--- src/rtl/slot_arb_pkg.sv ---
package slot_arb_pkg;
  localparam int NUM_THREADS = 2;
  localparam int TID_W       = 1;

  typedef logic [TID_W-1:0] tid_t;
endpackage

--- src/rtl/thread_weight.sv ---
module thread_weight #(
  parameter int CNT_W = 3,
  parameter int PRI_W = 3,
  localparam int WGT_W = CNT_W + PRI_W
) (
  input  logic [CNT_W-1:0] ready,
  input  logic [PRI_W-1:0] prio,
  input  logic             stall,
  output logic [CNT_W-1:0] eff_ready,
  output logic [WGT_W-1:0] weight
);
  always_comb begin
    eff_ready = stall ? '0 : ready;
    weight    = WGT_W'(eff_ready) * WGT_W'(prio);
  end
endmodule

--- src/rtl/slot_split.sv ---
module slot_split
  import slot_arb_pkg::*;
#(
  parameter int NUM_SLOTS = 4,
  parameter int CNT_W     = 3,
  parameter int WGT_W     = 6,
  parameter int GRANT_W   = 3
) (
  input  logic [NUM_THREADS-1:0][CNT_W-1:0] eff_ready,
  input  logic [NUM_THREADS-1:0][WGT_W-1:0] weight,
  input  tid_t                              rr_ptr,
  output tid_t                              pref,
  output logic [NUM_THREADS-1:0][GRANT_W-1:0] grant,
  output logic                              rr_toggle
);
  localparam int AW = ((CNT_W > GRANT_W) ? CNT_W : GRANT_W) + 1;

  logic          tie;
  logic [AW-1:0] want_p, want_o, take_p, left, take_o;

  always_comb begin
    tie = (weight[0] == weight[1]);
    if (tie)                        pref = rr_ptr;
    else if (weight[1] > weight[0]) pref = tid_t'(1);
    else                            pref = tid_t'(0);

    want_p = AW'(eff_ready[pref]);
    want_o = AW'(eff_ready[~pref]);
    take_p = (want_p > AW'(NUM_SLOTS)) ? AW'(NUM_SLOTS) : want_p;
    left   = AW'(NUM_SLOTS) - take_p;
    take_o = (want_o > left) ? left : want_o;

    grant         = '0;
    grant[pref]   = GRANT_W'(take_p);
    grant[~pref]  = GRANT_W'(take_o);
    rr_toggle     = tie && (take_p != '0) && (take_o != '0);
  end
endmodule

--- src/rtl/slot_packer.sv ---
module slot_packer
  import slot_arb_pkg::*;
#(
  parameter int NUM_SLOTS = 4,
  parameter int GRANT_W   = 3
) (
  input  tid_t                 pref,
  input  logic [GRANT_W-1:0]   cnt_pref,
  input  logic [GRANT_W-1:0]   cnt_other,
  output logic [NUM_SLOTS-1:0] valid,
  output tid_t [NUM_SLOTS-1:0] tid
);
  logic [GRANT_W:0] total;
  assign total = {1'b0, cnt_pref} + {1'b0, cnt_other};

  for (genvar i = 0; i < NUM_SLOTS; i++) begin : g_slot
    always_comb begin
      valid[i] = ((GRANT_W+1)'(i) < total);
      if (!valid[i])                        tid[i] = tid_t'(0);
      else if ((GRANT_W)'(i) < cnt_pref)    tid[i] = pref;
      else                                  tid[i] = ~pref;
    end
  end
endmodule

--- src/rtl/thread_pc.sv ---
module thread_pc #(
  parameter int PC_W        = 32,
  parameter int GRANT_W     = 3,
  parameter int INSTR_BYTES = 4
) (
  input  logic               clk,
  input  logic               rst,
  input  logic [GRANT_W-1:0] grant_next,
  output logic [PC_W-1:0]    pc
);
  always_ff @(posedge clk) begin
    if (rst) pc <= '0;
    else     pc <= pc + PC_W'(grant_next) * PC_W'(INSTR_BYTES);
  end
endmodule

--- src/rtl/issue_slot_arbiter.sv ---
module issue_slot_arbiter
  import slot_arb_pkg::*;
#(
  parameter int NUM_SLOTS   = 4,
  parameter int CNT_W       = 3,
  parameter int PRI_W       = 3,
  parameter int PC_W        = 32,
  parameter int INSTR_BYTES = 4,
  localparam int GRANT_W    = $clog2(NUM_SLOTS + 1)
) (
  input  logic                                clk,
  input  logic                                rst,
  input  logic [NUM_THREADS-1:0][CNT_W-1:0]   thr_ready,
  input  logic [NUM_THREADS-1:0][PRI_W-1:0]   thr_prio,
  input  logic [NUM_THREADS-1:0]              thr_stall,
  output logic [NUM_SLOTS-1:0]                slot_valid,
  output logic [NUM_SLOTS-1:0]                slot_tid,
  output logic [NUM_THREADS-1:0][GRANT_W-1:0] grant_cnt,
  output logic [NUM_THREADS-1:0][PC_W-1:0]    thr_pc
);
  localparam int WGT_W = CNT_W + PRI_W;

  logic [NUM_THREADS-1:0][CNT_W-1:0]   eff_ready;
  logic [NUM_THREADS-1:0][WGT_W-1:0]   weight;
  logic [NUM_THREADS-1:0][GRANT_W-1:0] grant_d;
  tid_t                                pref, rr_q;
  logic                                rr_toggle;
  logic [NUM_SLOTS-1:0]                valid_d;
  tid_t [NUM_SLOTS-1:0]                tid_d;

  for (genvar t = 0; t < NUM_THREADS; t++) begin : g_thr
    thread_weight #(.CNT_W(CNT_W), .PRI_W(PRI_W)) u_wgt (
      .ready     (thr_ready[t]),
      .prio      (thr_prio[t]),
      .stall     (thr_stall[t]),
      .eff_ready (eff_ready[t]),
      .weight    (weight[t])
    );
    thread_pc #(.PC_W(PC_W), .GRANT_W(GRANT_W), .INSTR_BYTES(INSTR_BYTES)) u_pc (
      .clk        (clk),
      .rst        (rst),
      .grant_next (grant_d[t]),
      .pc         (thr_pc[t])
    );
  end

  slot_split #(
    .NUM_SLOTS(NUM_SLOTS), .CNT_W(CNT_W), .WGT_W(WGT_W), .GRANT_W(GRANT_W)
  ) u_split (
    .eff_ready (eff_ready),
    .weight    (weight),
    .rr_ptr    (rr_q),
    .pref      (pref),
    .grant     (grant_d),
    .rr_toggle (rr_toggle)
  );

  slot_packer #(.NUM_SLOTS(NUM_SLOTS), .GRANT_W(GRANT_W)) u_pack (
    .pref      (pref),
    .cnt_pref  (grant_d[pref]),
    .cnt_other (grant_d[~pref]),
    .valid     (valid_d),
    .tid       (tid_d)
  );

  always_ff @(posedge clk) begin
    if (rst) begin
      rr_q       <= tid_t'(0);
      slot_valid <= '0;
      slot_tid   <= '0;
      grant_cnt  <= '0;
    end else begin
      if (rr_toggle) rr_q <= ~rr_q;
      slot_valid <= valid_d;
      slot_tid   <= tid_d;
      grant_cnt  <= grant_d;
    end
  end
endmodule

--- config.mk ---
export PLATFORM = sky130hd
export DESIGN_NAME = issue_slot_arbiter
export DESIGN_NICKNAME = d
export VERILOG_FILES = /design/src/rtl/slot_arb_pkg.sv /design/src/rtl/thread_weight.sv /design/src/rtl/slot_split.sv /design/src/rtl/slot_packer.sv /design/src/rtl/thread_pc.sv /design/src/rtl/issue_slot_arbiter.sv
export SDC_FILE = /design/constraint.sdc
export NUM_CORES = 1
export LEC_CHECK = 0
export BUFFER_PORTS_ARGS = -buffer_cell sky130_fd_sc_hd__buf_2
export CAP_MARGIN = 0
export CORE_UTILIZATION = 30
export CTS_CLUSTER_DIAMETER = 120
export DETAILED_ROUTE_END_ITERATION = 10
export MAX_ROUTING_LAYER = met4
export PLACE_DENSITY = 0.61
export SKIP_LAST_GASP = 1
export SYNTH_ARGS = -nofsm -noshare
export SYNTH_HDL_FRONTEND = slang
export SYNTH_HIERARCHICAL = 1
export SYNTH_SLANG_ARGS = --single-unit
--- constraint.sdc ---
create_clock -name clk -period 7.7 [get_ports clk]
set_input_delay 0.77 -clock clk [delete_from_list [all_inputs] [get_ports clk]]
set_output_delay 0.77 -clock clk [all_outputs]
set_load 0.02 [all_outputs]
* After elaboration in Yosys (flattened, before gate mapping)
Index checks and enable logic that the tools add are counted.
Word-level totals: flip-flop bits (word level) 79, word-level logic and storage cells 72, output and inout bits 78
Cells by class: reductions and logical operators 10, $add $sub $neg 4, order comparisons 15, mux-type cells 23, eq/ne operators 1, bitwise operators 7, multiply operators 2
Operators with widths (number):
- $add 32x5->32 | 2
- $mux 3 | 13
- $mul 3x3->6 | 2
- $lt 1x4->1 const A | 2
- $lt 2x4->1 const A | 2
- $reduce_bool 4->1 | 2
- $reduce_or 2->1 | 4
- $and 6x6->6 | 1
- $bwmux 6 | 1
- $demux 3 s1 | 2
- $eq 6x6->1 | 1
- $gt 6x6->1 | 1
- $lt 1x3->1 const A | 2
- $lt 2x3->1 const A | 2
- $mux 1 | 6
- $not 1->1 | 6
- $add 3x3->4 | 1
- $gt 3x4->1 | 1
- $logic_and 1x1->1 | 4
- $lt 1x2->1 const B | 2
- $mux 4 | 1
- $sub 3x4->4 const A | 1
- $gt 3x3->1 const B | 1
- $ge 1x1->1 const B | 2

* Depth between registers and ports, before layout
depth in word-level cells 19, gate-level depth with buffers 36, depth with buffers taken out 33

* Cells and area by module
The synthesis kept the hierarchy.
By module, submodules not included:
- thread_pc (g_thr[0].u_pc) | times used 1, area an instance 1453.9 µm², sequential area each 600.6 µm², cells each 167
- thread_pc (g_thr[1].u_pc) | times used 1, area an instance 1447.6 µm², sequential area each 600.6 µm², cells each 161
- slot_split | times used 1, area an instance 601.8 µm², sequential area each 0.0 µm², cells each 79
- issue_slot_arbiter | times used 1, area an instance 506.7 µm², sequential area each 300.3 µm², cells each 39
- thread_weight | times used 2, area an instance 222.7 µm², sequential area each 0.0 µm², cells each 27
- slot_packer | times used 1, area an instance 201.4 µm², sequential area each 0.0 µm², cells each 27

* Least setup slack after synthesis
Ideal clock, no wire load.
path type input port to flip-flop, start input thr_ready[0] (netlist bit), end register g_thr[0].u_pc.pc[31], data arrival time 7.131 ns, setup time 0.121 ns, required time 7.579 ns, setup slack 0.448 ns, cell stages on the path 31, cells stage by stage nor2b_2 -> and2_1 -> fa_1 -> ha_1 -> inv_1 -> fa_1 -> xnor2_1 -> inv_1 -> ha_1 -> nand4_2 -> or3_4 -> nand2_4 -> inv_4 -> buf_6 -> o21a_1 -> ha_1 -> ha_1 -> ha_1 -> nand3_1 -> o21ai_1 -> or2_1 -> buf_6 -> mux2_2 -> nand3_1 -> a22o_1 -> ha_1 -> a211oi_1 -> or4b_1 -> buf_2 -> nor4_1 -> mux2_2
RTL lines:
- start, declared | line issue_slot_arbiter.sv:13 | input logic [NUM_THREADS-1:0][CNT_W-1:0] thr_ready,
- end signal, assigned | line thread_pc.sv:13 | else pc <= pc + PC_W'(grant_next) * PC_W'(INSTR_BYTES);
- end, declared | line thread_pc.sv:9 | output logic [PC_W-1:0] pc

==> metrics.cfg <==
[status]
status=complete, no violations

[power_and_ir_drop]
vdd_drop_max_mv=0.1173
seq_power_share_pct=29.4
switching_share_pct=35.90
p_comb_share_pct=44.4
power.density_mw_per_mm2=271.8
p_sw_w=0.0005527
p_leak_nw=2.448
p_int_w=0.0009869
p_clk_share_pct=26.2
power_w=0.001540

[timing]
hold_ws_ps=511.6
setup-tns-final_ps=0
slew_headroom_pct=46.08
fmax_ghz=0.1393
setup_slack_ps=521.3
setup_viol=0
skew_ps=9.078
fin_crit_sh_pct=93.23
slew_violations=0
finalHoldViolations=0
period_minus_slack_ps=7179
worst_slew_pin_slew_ps=808.8
rsz0062_at_grt=false

[finish]
fin_nets=679
drive_above_1_share_pct=26.94
antenna_cells=0
area_delta_synth_final_pct=21.63
final_common_cell=buf_2
final.fill_count=1571
layout_common_cells=buf_2 (89), dfxtp_1 (75), nor2_1 (43)

[detailed_routing]
vias_per_cell=4.880
antenna_left=0
vias=3997
dr.first_iter.drc_count=211
routed_wl_um=10320
routedWlPerCell_um=12.60
drc=0
drt_pre_antenna_iters=4

[yosys]
ys_ff_latch=75
avgSynthCellArea_um2=8.837
synth_async_sr_flop_share_pct=0
syn_area_mm2=0.004657
yosysWarnings=6
ys_seq_area_share_pct=32.24
yosysUniqueCellTypes=72
synth-edff-count=0
synth_flop_cell=dfxtp_1
synthCells=527

[clocking]
cts_root_buf=clkbuf_16
clock-sinks=75
htreeDepth=3
clkTransAtPathRegs_ps=60
clockBufferDepth=2
clk_latency_ps=330
cts_tree=done
postCtsHoldBufs=0
cts_buffers=9

[setup_path]
r2r_start=rr_q
cp_slowest_cell=fa_1
worstSetupPathType=in -> reg
max_stage_delay_ps=540
worstPathArrival_ps=7400
worstPathRequired_ps=7920
rr_worst_depth=20
r2r_slack_ps=2790
crit_fanout=19
cpMostUsedCell=ha_1
critPathCaptureType=register
r2r_end=g_thr[0].u_pc/pc[31]
cp-start-kind=primary input

[place]
place_ws_ps=71.88
gp_congestion=0.8672
port_buffers=89
dp_hpwl_um=7612

[floorplan]
die_y_um=126.6
start_util_pct=30.63
dieArea_mm2=0.01603
die_w_um=126.6
core-area_mm2=0.01520
rows=45
ios=94

[hold_path]
hold_end=g_thr[0].u_pc/pc[29]
min_path_type=reg -> reg
min_from=g_thr[0].u_pc/pc[29]
worstHoldPathCells=2

[global_routing]
grt_max_degree=78
first_global_vias=3742
antenna_found_initial=0
grt_pass1_wl_um=17640
gr-usage-all-layers_pct=13.87
gr-total-overflow=0

[job]
max-cap-violations=0

-- routing by layer --
metal	wire [µm]	share of wire, %	track usage [%]
met5	0	0	-
met4	106	1.0	3.260
met3	431	4.2	3.458
met2	4669	45	22.20
met1	5111	50	17.54
-- metrics by stage --
stage | util (%) | area (µm²) | cells
final | 37.26 | 5664 | 819
after CTS | 37.16 | 5649 | 819
after floorplan | - | 4664 | 529
after detailed placement | 35.24 | 5358 | 803
after global placement | 35.24 | 5358 | 803
after global routing | 37.26 | 5664 | 819
-- sequential cells by signal (all words and copies together), names as in the netlist --
register,flops
g_thr.u_pc/pc,60
grant_cnt,6
slot_tid,4
slot_valid,4
rr_q,1
-- worst max path at each step --
| stage | startpoint | to | slack, ps | depth (start not counted) |
|---|---|---|---|---|
| after floorplan | thr_ready[0] | g_thr[0].u_pc/pc[31] | 450 | 31 |
| after detailed placement | thr_ready[0] | g_thr[0].u_pc/pc[28] | 70 | 31 |
| after global routing | thr_ready[0] | g_thr[0].u_pc/pc[31] | 30 | 31 |
| final | thr_ready[0] | g_thr[0].u_pc/pc[31] | 520 | 31 |
| after CTS | thr_ready[0] | g_thr[0].u_pc/pc[31] | 430 | 31 |
| after global placement | thr_ready[0] | g_thr[0].u_pc/pc[31] | 170 | 31 |
-- critical path: cells and delay by family --
family | cells | cell delay [ps]
AO/OA/AOI/OAI | 4 | 480
XOR/XNOR | 1 | 150
adder cells (fa/ha/maj) | 8 | 2470
buffers and inverters | 5 | 490
multiplexers | 2 | 600
AND/OR/NAND/NOR | 11 | 2440
-- cell usage after synthesis, drive strengths merged (2+ instances only) --
| master | n | area (µm²) |
|---|---|---|
| xnor2 | 16 | 140.1 |
| a21o | 4 | 31.28 |
| nor2 | 43 | 161.4 |
| dfxtp | 75 | 1501 |
| nor2b | 29 | 196.4 |
| xor2 | 22 | 192.7 |
| mux2 | 10 | 135.1 |
| ha | 30 | 375.4 |
| nor3 | 7 | 40.04 |
| clkbuf | 6 | 22.52 |
| inv | 27 | 103.9 |
| nor4 | 6 | 37.54 |
| conb | 2 | 7.510 |
| a21oi | 33 | 172.7 |
| a31oi | 3 | 18.77 |
| o21ai | 20 | 111.4 |
| and3 | 6 | 43.79 |
| o21ba | 2 | 20.02 |
| and4 | 9 | 86.33 |
| nand3 | 19 | 100.1 |
| nand4 | 20 | 137.6 |
| buf | 15 | 112.6 |
| or2 | 2 | 12.52 |
| o211ai | 3 | 27.52 |
| a22o | 3 | 26.28 |
| nand2 | 34 | 140.1 |
| a211oi | 3 | 27.52 |
| or4 | 11 | 86.33 |
| fa | 7 | 140.1 |
| and2 | 24 | 153.9 |
| o31ai | 10 | 75.07 |
| or3 | 12 | 81.33 |
-- power groups by stage --
stage / Clock [W] / Combinational [W] / Sequential (W)
2_1_floorplan: 0 / 0.000495 / 0.000508
3_3_place_gp: 0 / 0.000681 / 0.000461
3_5_place_dp: 0 / 0.000687 / 0.000461
4_1_cts: 0.000420 / 0.000690 / 0.000453
5_1_grt: 0.000434 / 0.000772 / 0.000456
6_report: 0.000403 / 0.000684 / 0.000452
-- kinds of logic (layout without fill, tap and decap cells) --
| group | after synthesis | count (layout) | synth area share (%) |
|---|---|---|---|
| flops | 75 | 75 | 32.24 |
| xor+xnor | 38 | 38 | 7.146 |
| mux | 11 | 11 | 3.117 |
| other cells | 2 | 4 | 0.1613 |
| simple gates | 227 | 227 | 28.56 |
| compound gates | 89 | 89 | 12.57 |
| fa+ha+maj | 37 | 37 | 11.07 |
| buf+inv | 48 | 150 | 5.132 |
-- repair_timing --
item / CTS / global route
endpoints found under the setup margin: 0 / 4
resized for setup: 0 / 3
setup buffers: 0 / 0
-- layout make-up --
type / instances / area [µm²] / share of cell area, %
repair buffers: 107 / 593.1 / 10.47
flip-flops and latches: 75 / 1501 / 26.51
multi-input cells: 406 / 2939 / 51.89
clock inverters: 3 / 21.27 / 0.3755
inverters: 27 / 103.9 / 1.833
clock buffers: 13 / 270.3 / 4.771
well taps: 188 / 235.2 / 4.153
No activity file was read; power rests on OpenSTA's default activity.
